[config.mk]
export PLATFORM = sky130hd
export DESIGN_NAME = cell_req_xfer
export DESIGN_NICKNAME = d
export VERILOG_FILES = /design/src/rtl/cxf_pkg.sv /design/src/rtl/cxf_slot_gate.sv /design/src/rtl/cxf_beat_seq.sv /design/src/rtl/cxf_octet_pad.sv /design/src/rtl/cell_req_xfer.sv
export SDC_FILE = /design/constraint.sdc
export NUM_CORES = 1
export LEC_CHECK = 0
export CORE_ASPECT_RATIO = 0.8
export CORE_UTILIZATION = 25
export DETAILED_ROUTE_END_ITERATION = 8
export GPL_TIMING_DRIVEN = 0
export HOLD_SLACK_MARGIN = 0.05
export PLACE_DENSITY_LB_ADDON = 0.1
export SYNTH_ARGS = -nofsm -noshare
export SYNTH_HDL_FRONTEND = slang
export SYNTH_SLANG_ARGS = --single-unit
[constraint.sdc]
create_clock -name clk -period 1.9 [get_ports clk]
set_input_delay 0.57 -clock clk [delete_from_list [all_inputs] [get_ports clk]]
set_output_delay 0.57 -clock clk [all_outputs]
set_load 0.005 [all_outputs]
[src/rtl/cxf_pkg.sv]
package cxf_pkg;
  localparam int OCTET_W         = 8;
  localparam int OCTETS_PER_BEAT = 5;
  localparam int BEAT_W          = OCTET_W * OCTETS_PER_BEAT;

  // octets carried by the last beat of a cell of cell_octets over beats
  function automatic int last_octets(input int cell_octets, input int beats);
    return cell_octets - OCTETS_PER_BEAT * (beats - 1);
  endfunction

  // zero-filled octets on the last beat
  function automatic int pad_octets(input int cell_octets, input int beats);
    return OCTETS_PER_BEAT * beats - cell_octets;
  endfunction

  function automatic int max_int(input int a, input int b);
    return (a > b) ? a : b;
  endfunction
endpackage

[src/rtl/cxf_slot_gate.sv]
module cxf_slot_gate (
  input  logic req_i,
  input  logic bp_i,
  input  logic empty_i,
  input  logic busy_i,
  output logic start_o
);
  // a slot is taken only when idle, data is ready and the core is not holding off
  assign start_o = req_i && !bp_i && !empty_i && !busy_i;
endmodule

[src/rtl/cxf_beat_seq.sv]
module cxf_beat_seq #(
  parameter int SHORT_BEATS = 16,
  parameter int LONG_BEATS  = 20,
  parameter int CNT_W       = 5
) (
  input  logic clk,
  input  logic rst_n,
  input  logic start_i,
  input  logic size_long_i,
  output logic busy_o,
  output logic size_q_o,
  output logic last_o
);
  localparam logic [CNT_W-1:0] SHORT_END = CNT_W'(SHORT_BEATS - 1);
  localparam logic [CNT_W-1:0] LONG_END  = CNT_W'(LONG_BEATS - 1);

  logic [CNT_W-1:0] beat_q;

  assign last_o = busy_o && (beat_q == (size_q_o ? LONG_END : SHORT_END));

  always_ff @(posedge clk) begin
    if (!rst_n) begin
      busy_o   <= 1'b0;
      size_q_o <= 1'b0;
      beat_q   <= '0;
    end else if (start_i) begin
      busy_o   <= 1'b1;
      size_q_o <= size_long_i;
      beat_q   <= '0;
    end else if (busy_o) begin
      if (last_o) begin
        busy_o <= 1'b0;
        beat_q <= '0;
      end else begin
        beat_q <= beat_q + 1'b1;
      end
    end
  end
endmodule

[src/rtl/cxf_octet_pad.sv]
module cxf_octet_pad import cxf_pkg::*; #(
  parameter int SHORT_LAST = 4,
  parameter int LONG_LAST  = 2
) (
  input  logic [BEAT_W-1:0] data_i,
  input  logic              en_i,
  input  logic              last_i,
  input  logic              size_long_i,
  output logic [BEAT_W-1:0] data_o
);
  for (genvar i = 0; i < OCTETS_PER_BEAT; i++) begin : g_oct
    localparam int HI = BEAT_W - 1 - OCTET_W * i;
    localparam bit IN_SHORT = (i < SHORT_LAST);
    localparam bit IN_LONG  = (i < LONG_LAST);
    logic keep;
    assign keep = !last_i || (size_long_i ? IN_LONG : IN_SHORT);
    assign data_o[HI -: OCTET_W] = (en_i && keep) ? data_i[HI -: OCTET_W] : '0;
  end
endmodule

[src/rtl/cell_req_xfer.sv]
module cell_req_xfer import cxf_pkg::*; #(
  parameter int SHORT_BEATS  = 16,
  parameter int LONG_BEATS   = 20,
  parameter int SHORT_OCTETS = 79,
  parameter int LONG_OCTETS  = 97
) (
  input  logic              clk,
  input  logic              rst_n,
  input  logic              cell_req_i,
  input  logic              core_bp_i,
  input  logic              size_long_i,
  input  logic [BEAT_W-1:0] buf_data_i,
  input  logic              buf_empty_i,
  output logic [BEAT_W-1:0] cell_data_o,
  output logic              cell_valid_o,
  output logic              buf_rd_o
);
  localparam int MAX_BEATS  = max_int(SHORT_BEATS, LONG_BEATS);
  localparam int CNT_W      = $clog2(MAX_BEATS + 1);
  localparam int SHORT_LAST = last_octets(SHORT_OCTETS, SHORT_BEATS);
  localparam int LONG_LAST  = last_octets(LONG_OCTETS, LONG_BEATS);

  // named internal events, observed by the checker
  logic start_evt;
  logic last_beat;
  logic busy;
  logic size_q;

  cxf_slot_gate u_gate (
    .req_i   (cell_req_i),
    .bp_i    (core_bp_i),
    .empty_i (buf_empty_i),
    .busy_i  (busy),
    .start_o (start_evt)
  );

  cxf_beat_seq #(
    .SHORT_BEATS (SHORT_BEATS),
    .LONG_BEATS  (LONG_BEATS),
    .CNT_W       (CNT_W)
  ) u_seq (
    .clk         (clk),
    .rst_n       (rst_n),
    .start_i     (start_evt),
    .size_long_i (size_long_i),
    .busy_o      (busy),
    .size_q_o    (size_q),
    .last_o      (last_beat)
  );

  cxf_octet_pad #(
    .SHORT_LAST (SHORT_LAST),
    .LONG_LAST  (LONG_LAST)
  ) u_pad (
    .data_i      (buf_data_i),
    .en_i        (busy),
    .last_i      (last_beat),
    .size_long_i (size_q),
    .data_o      (cell_data_o)
  );

  assign cell_valid_o = busy;
  assign buf_rd_o     = busy;
endmodule

* Word-level counts from Yosys, hierarchy flattened *
Index checks and enable logic that the tools add are counted.

storage, ports and cells
  register bits after elaboration = 7
  bits of input ports = 46
  output and inout port bits = 42

cells by class
  add/sub/neg operators = 1
  eq/ne operators = 1
  muxes and demuxes = 11
  bitwise gates (word level) = 1
  reduce and logical (&&, ||, !) cells = 12

operator list
  kind                                         count
  two-way mux 8 bit                            5
  two-way mux 5 bit                            2
  logical AND 1 bit                            6
  adder 5 x 1 -> 5 bit, second input constant  1
  == test 5 bit                                1
  zero test 1 bit                              4
  two-way mux 1 bit                            4
  OR reduction 2 bit                           1
  logical OR 1 bit                             1
  NOT 1 bit                                    1

* Depth between registers and ports, before layout *
Gate-level depths: netlist of run 1.

  depth after elaboration = 7
  depth in mapped cells = 5

* Modules after synthesis *
From an unflattened synthesis of run 1, not the netlist that was laid out.

unflattened totals
  cell total of the unflattened synthesis = 86
  area total of the unflattened synthesis = 674.4 µm²

by module, submodules not included
  module         instances  cells each  area an instance (µm²)  seq. area each (µm²)
  cxf_beat_seq   1          38          344.1                   140.1
  cxf_octet_pad  1          46          307.8                   0.0
  cxf_slot_gate  1          1           15.0                    0.0
  cell_req_xfer  1          1           7.5                     0.0

* Least setup slack after synthesis of run 1 *
Ideal clock, no wire load.

  path kind = reg2out
  start point = register u_seq.beat_q[0]
  end point = output cell_data_o[10]
  data arrival time = 1.086 ns
  required time = 1.330 ns
  slack = 0.244 ns
  stages on the path, launching flop included = 6
  path buffers = 1
  cell sequence = dfxtp_1 > ha_1 > inv_1 > o21a_1 > buf_6 > and2_1

between the ends
  longest elaborated chain between the ends = 6

ends and longest elaborated chain
  what                    RTL line             RTL
  start, declared         cxf_beat_seq.sv:17   logic [CNT_W-1:0] beat_q;
  start signal, assigned  cxf_beat_seq.sv:35   beat_q <= beat_q + 1'b1;
  == test 5 bit           cxf_beat_seq.sv:19   assign last_o = busy_o && (beat_q == (size_q_o ? LONG_END : SHORT_END));
  logical AND 1 bit       cxf_beat_seq.sv:19
  zero test 1 bit         -
  logical OR 1 bit        cxf_octet_pad.sv:16  assign keep = !last_i || (size_long_i ? IN_LONG : IN_SHORT);
  logical AND 1 bit       cxf_octet_pad.sv:17  assign data_o[HI -: OCTET_W] = (en_i && keep) ? data_i[HI -: OCTET_W] : '0;
  two-way mux 8 bit       cxf_octet_pad.sv:17
  end, declared           cell_req_xfer.sv:14  output logic [BEAT_W-1:0] cell_data_o,

No other way between the ends.

* Final worst setup path of run 1 *
  start point = register u_seq.beat_q[2]
  end point = output cell_data_o[23]

The elaborated chain is that of the path after synthesis.

==> flow_summary.ini, run 1 <==
[outcome]
status = complete, but fails checks
violations = setup timing

[placement]
place_area_um2 = 1580
gp_congestion = 0.747
pre_cts_slack_ns = -0.444
io_buffers = 87
dpl.cell_count = 204
hpwl_um = 1950

[drt]
wire_per_inst_um = 11.7
dr.pass1.iters = 3
ant_nets = 0
vias_per_cell = 4.32
vias = 945
routed_wl_um = 2550
drc = 0
first_iter_violations = 6

[pwr]
p_sw_uw = 132
vdd_drop_max_v = 0.000118
power.leakage_uw = 0.000780
p_sw_share_pct = 24.7
seqPwrFrac_pct = 28.9
comb_power_share_pct = 44.4
p_int_uw = 402
p_clk_share_pct = 26.7
power_density_nw_per_um2 = 300

[global_routing]
grt_max_degree = 11
grt_usage_pct = 18.5
overflow = 0
use_met2_pct = 33.3
top_usage_layer = met2
grt_antenna_before_repair = 0
grt_use_met1_pct = 22.2
grt_pass1_vias = 858
gr-usage-met3_pct = 4.05
grt_pass1_wl_um = 3880

[worst_setup_path]
r2r_end = u_seq.beat_q[0]
cp_slowest_cell = dfxtp_4
timing.rr.start = u_seq.busy_o
worstSetupStartpointType = flip-flop
crit_required_ns = 1.33
path_cells = nand4bb_4 > o21a_4 > buf_12 > and2_4 > buf_6
max_stage_delay_ns = 0.34
reg2reg_depth = 5
cp-end-kind = primary output
worstPathArrival_ns = 1.48
path_max_fanout = 6
worstSetupPathType = flip-flop to primary output
reg2reg_setup_slack_ns = 0.48

[logic_synthesis]
synth.distinct_cells = 26
synth.net_count = 128
synth_cells = 81
avgSynthCellArea_um2 = 8.17
yosys-mux-area-fraction_pct = 3.02
synth_fa_ha_area_share_pct = 1.89
syn-cell-area_um2 = 662
synth_compound_area_share_pct = 4.91
synth_top_family_by_area = simple AND/OR/NAND/NOR gates
synth-seq-cells = 7
yosys.area_share.simple_pct = 59.0
yosys.area_share.xor_xnor_pct = 3.97
ys_seq_area_share_pct = 21.2
yosysWarningCount = 0

[sta]
finalHoldViolCount = 0
min_period_over_period_pct = 108
fin_ws_ns = -0.146
drv_slew = 0
clock_skew_ns = 0.00465
min_period_ns = 2.05
fmax_mhz = 489
rsz0062_at_grt = true
hold_slack_ns = 0.520
setup_violations = 23
tightest_slew_ns = 0.321
slew_headroom_pct = 78.6

[cts]
cts_tree = yes
clockRootBuffer = clkbuf_4
cts.sinks = 7
cts-htree-levels = 1
cts_max_path_buffers = 2
clk_latency_ns = 0.26
cts.clk_slew.worst_paths_ns = 0.06
cts_hold_buf = 0
cts_buffers = 3

[hold_path]
min_path_cells = 2
min_to = u_seq.beat_q[0]
hp-class = flip-flop to flip-flop
hp-start = u_seq.beat_q[0]

[die]
core_um2 = 2480
dieArea_um2 = 2860
dieHeight_um = 48.0
num_io_pins = 88
die_x_um = 59.5
rows = 16
start_util_pct = 26.7

[cells_and_area]
drive_gt1_share_pct = 53.6
final_cell_mix = clkdlybuf4s50_1 (47), buf_6 (24), buf_2 (21)
n_antenna_cell = 0
final_common_cell = clkdlybuf4s50_1
syn_to_final_growth_pct = 169
final_nets = 231
fin_area_um2 = 1780
finalNonFillerCells = 219

[flow_run]
cap_violations = 0
-- per-stage QoR --
step	util, %	TNS [ns]	total power (uW)
after floorplan	-	0	212
after global placement	63.6	-12.70	366
after detailed placement	63.6	-13.76	371
after CTS	69.2	-3.30	523
after global routing	71.8	-4.03	563
final	71.8	-3.02	535
-- kinds of logic after synthesis --
group	Yosys count
buf+inv	7
flops	7
compound gates	5
fa+ha+maj	1
mux	2
xor+xnor	3
simple gates	56
-- timing repair --
action,in CTS,in global routing
buffers inserted,8,2
setup endpoints to repair,40,29
pin swaps,27,4
cloned,1,0
gates resized for setup,205,22
-- how the worst max path moves through the flow --
| stage | startpoint | endpoint | slack, ns |
|---|---|---|---|
| after floorplan | u_seq.beat_q[0] | cell_data_o[10] | 0.24 |
| after global placement | buf_data_i[5] | cell_data_o[5] | -0.39 |
| after detailed placement | buf_data_i[3] | cell_data_o[3] | -0.44 |
| after CTS | u_seq.beat_q[2] | cell_data_o[17] | -0.16 |
| after global routing | u_seq.beat_q[2] | cell_data_o[20] | -0.18 |
| final | u_seq.beat_q[2] | cell_data_o[23] | -0.15 |
-- final cells by class --
| type | instances | area (um2) |
|---|---|---|
| buffer | 5 | 56.3 |
| sequential | 7 | 151 |
| clock buffer | 4 | 26.3 |
| tap | 36 | 45.0 |
| fill | 209 | 701 |
| multi-input combinational | 67 | 606 |
| timing repair buffer | 98 | 885 |
| inverter | 2 | 12.5 |
-- routing by layer --
layer	part of all wire [%]	vias up
li1	-	476
met1	39	425
met2	53	40
met3	7.2	4
met4	1.0	0
met5	0	-
-- critical path, delay by kind of cell (launching register included) --
family                 cells  cell delay (ns)
AO/OA/AOI/OAI              1             0.25
flip-flops                 1             0.34
AND/OR/NAND/NOR            2             0.39
buffers and inverters      2             0.24
-- flip-flops by register name (all words and copies together), names as in the netlist --
register        count
u_seq.beat_q        5
u_seq.size_q_o      1
u_seq.busy_o        1
-- power groups by stage --
stage                     Combinational [uW]  Clock, uW  Sequential [uW]
after floorplan                         55.4          0              156
after global placement                   210          0              157
after detailed placement                 214          0              157
after CTS                                228        142              153
after global routing                     256        152              154
final                                    237        143              154
-- Yosys cell counts, drive strengths merged --
cell type,n,area share (%)
a21oi,2,2.1
nor2b,1,0.95
nor3,4,3.0
nand4,2,1.9
buf,4,4.3
mux2i,2,3.0
nand2,4,2.3
clkinv,1,0.57
xor2,3,4.0
nand4bb,2,5.9
ha,1,1.9
o21ai,1,0.76
clkbuf,1,0.57
o22ai,1,0.95
nand2b,1,0.95
inv,1,0.57
nor4b,1,3.6
nor3b,8,9.1
dfxtp,7,21
and2,32,30
o21a,1,1.1
nand3b,1,1.1
(Power assumes the default switching activity.)
==> run 2, diff against run 1 <==
--- a/config.mk
+++ b/config.mk
@@ -5,8 +5,10 @@
 export SDC_FILE = /design/constraint.sdc
 export NUM_CORES = 1
 export LEC_CHECK = 0
+export CELL_PAD_IN_SITES_DETAIL_PLACEMENT = 0
+export CELL_PAD_IN_SITES_GLOBAL_PLACEMENT = 1
 export CORE_ASPECT_RATIO = 0.8
-export CORE_UTILIZATION = 25
+export CORE_UTILIZATION = 15
 export DETAILED_ROUTE_END_ITERATION = 8
 export GPL_TIMING_DRIVEN = 0
 export HOLD_SLACK_MARGIN = 0.05
==> flow_summary.ini, run 2 (synthesis results as in run 1) <==
[outcome]
status = complete, but fails checks
violations = setup timing

[worst_setup_path]
worstSetupPathType = flip-flop to primary output
cp-end-kind = primary output
worstPathArrival_ns = 1.43
crit_required_ns = 1.33
worstSetupStartpointType = flip-flop
critical_path.most_common_cell = buf_6
path_max_fanout = 6
cp_slowest_cell = dfxtp_4
path_cells = nand4bb_4 > buf_6 > a21oi_4 > buf_6 > nor3b_1 > buf_2
max_stage_delay_ns = 0.33

[drt]
routed_wl_um = 2860
ant_nets = 0
drc = 0
first_iter_violations = 4
vias_per_cell = 3.88
vias = 942
wire_per_inst_um = 11.8
dr.pass1.iters = 3

[die]
dieArea_um2 = 4680
num_io_pins = 88
dieHeight_um = 61.4
die_x_um = 76.3
rows = 21
start_util_pct = 15.7
core_um2 = 4200

[cts]
cts_max_path_buffers = 2
cts_tree = yes
clk_latency_ns = 0.22
cts-htree-levels = 1
cts.sinks = 7
clockRootBuffer = clkbuf_8
cts.clk_slew.worst_paths_ns = 0.04
cts_buffers = 3
cts_hold_buf = 0

[pwr]
power.leakage_uw = 0.000788
vdd_drop_max_v = 0.000202
power_density_nw_per_um2 = 326

[global_routing]
overflow = 0
grt_pass1_vias = 886
grt_usage_pct = 11.9
grt_max_degree = 11
grt_pass1_wl_um = 4310
grt_antenna_before_repair = 0

[placement]
dpl.cell_count = 225
gp_congestion = 0.749
io_buffers = 87
hpwl_um = 2060
place_area_um2 = 1600
pre_cts_slack_ns = -0.426

[sta]
finalHoldViolCount = 0
min_period_ns = 2.00
rsz0062_at_grt = true
tns_ns = -1.36
fin_ws_ns = -0.0989
clock_skew_ns = 0.00194
setup_violations = 23
min_period_over_period_pct = 105
tightest_slew_ns = 0.363
slew_headroom_pct = 75.8
hold_slack_ns = 0.517
fmax_mhz = 500
drv_slew = 0

[cells_and_area]
largest-register = u_seq.beat_q
top_regs = u_seq.beat_q x5, u_seq.busy_o x1, u_seq.size_q_o x1
syn_to_final_growth_pct = 171
fin_area_um2 = 1790
final_nets = 234
finalNonFillerCells = 243
final_cell_mix = clkdlybuf4s50_1 (47), buf_2 (24), buf_6 (23)
n_antenna_cell = 0
final_common_cell = clkdlybuf4s50_1
drive_gt1_share_pct = 50.0
largest_reg_flops = 5

[flow_run]
cap_violations = 0

[hold_path]
hp-class = flip-flop to flip-flop
## run 2: cell types whose count changed in the layout (fill, tap and decap cells not counted), moves of 3 or more
cell / previous run / this run
clkbuf_4: 3 / 0
dfxtp_2: 6 / 2
dfxtp_4: 1 / 4
buf_2: 21 / 24
buf_4: 6 / 10
clkbuf_8: 0 / 3
nor3b_2: 8 / 2
nor3b_1: 0 / 6
## run 2: worst max-delay path: cells and delay by family, from the launching register on
| kind | cells | cell delay [ns] |
|---|---|---|
| buffers and inverters | 3 | 0.41 |
| DFF | 1 | 0.33 |
| and+or+nand+nor | 2 | 0.27 |
| AOI/OAI and AO/OA | 1 | 0.19 |
## run 2: where the power goes
| part | internal (uW) | total (uW) | switching, uW |
|---|---|---|---|
| sequential | 147 | 152 | 4.37 |
| clock | 145 | 202 | 57.4 |
| combinational | 166 | 231 | 65.3 |
## run 2: final cells by class
type                            instances  area (um2)
Fill cell                             429        2410
Sequential cell                         7         158
Clock buffer                            4        45.0
Multi-Input combinational cell         67         573
Timing Repair Buffer                  101         886
Buffer                                  5        48.8
Inverter                                2        10.0
Tap cell                               57        71.3
## run 2: path summary, 6_finish.rpt
path                   start               to  slack [ns]  cells after the start
max reg2reg     u_seq.busy_o  u_seq.beat_q[0]        0.45                      5
min reg2reg  u_seq.beat_q[0]  u_seq.beat_q[0]        0.52                      2
max          u_seq.beat_q[3]   cell_data_o[4]        -0.1                      6
min          u_seq.beat_q[0]  u_seq.beat_q[0]        0.52                      2
## run 2: layer usage
| layer | up-vias | GRT usage [%] | wire length, um |
|---|---|---|---|
| li1 | 483 | - | - |
| met1 | 420 | 14.0 | 1180 |
| met2 | 35 | 21.0 | 1490 |
| met3 | 4 | 4.30 | 164 |
| met4 | 0 | 3.30 | 27 |
| met5 | - | 0 | 0 |
## run 2: metrics by stage
step | power [uW] | util [%]
finish | 585 | 42.6
floorplan | 212 | -
global route | 621 | 42.6
CTS | 582 | 40.6
detailed placement | 373 | 38.2
global placement | 370 | 38.2
## run 2: repair_timing
action                                  in CTS  in global routing
pin swaps                                   19                  6
resized for setup                          188                 29
endpoints found under the setup margin      40                 29
cloned                                       1                  0
setup buffers                               11                  2
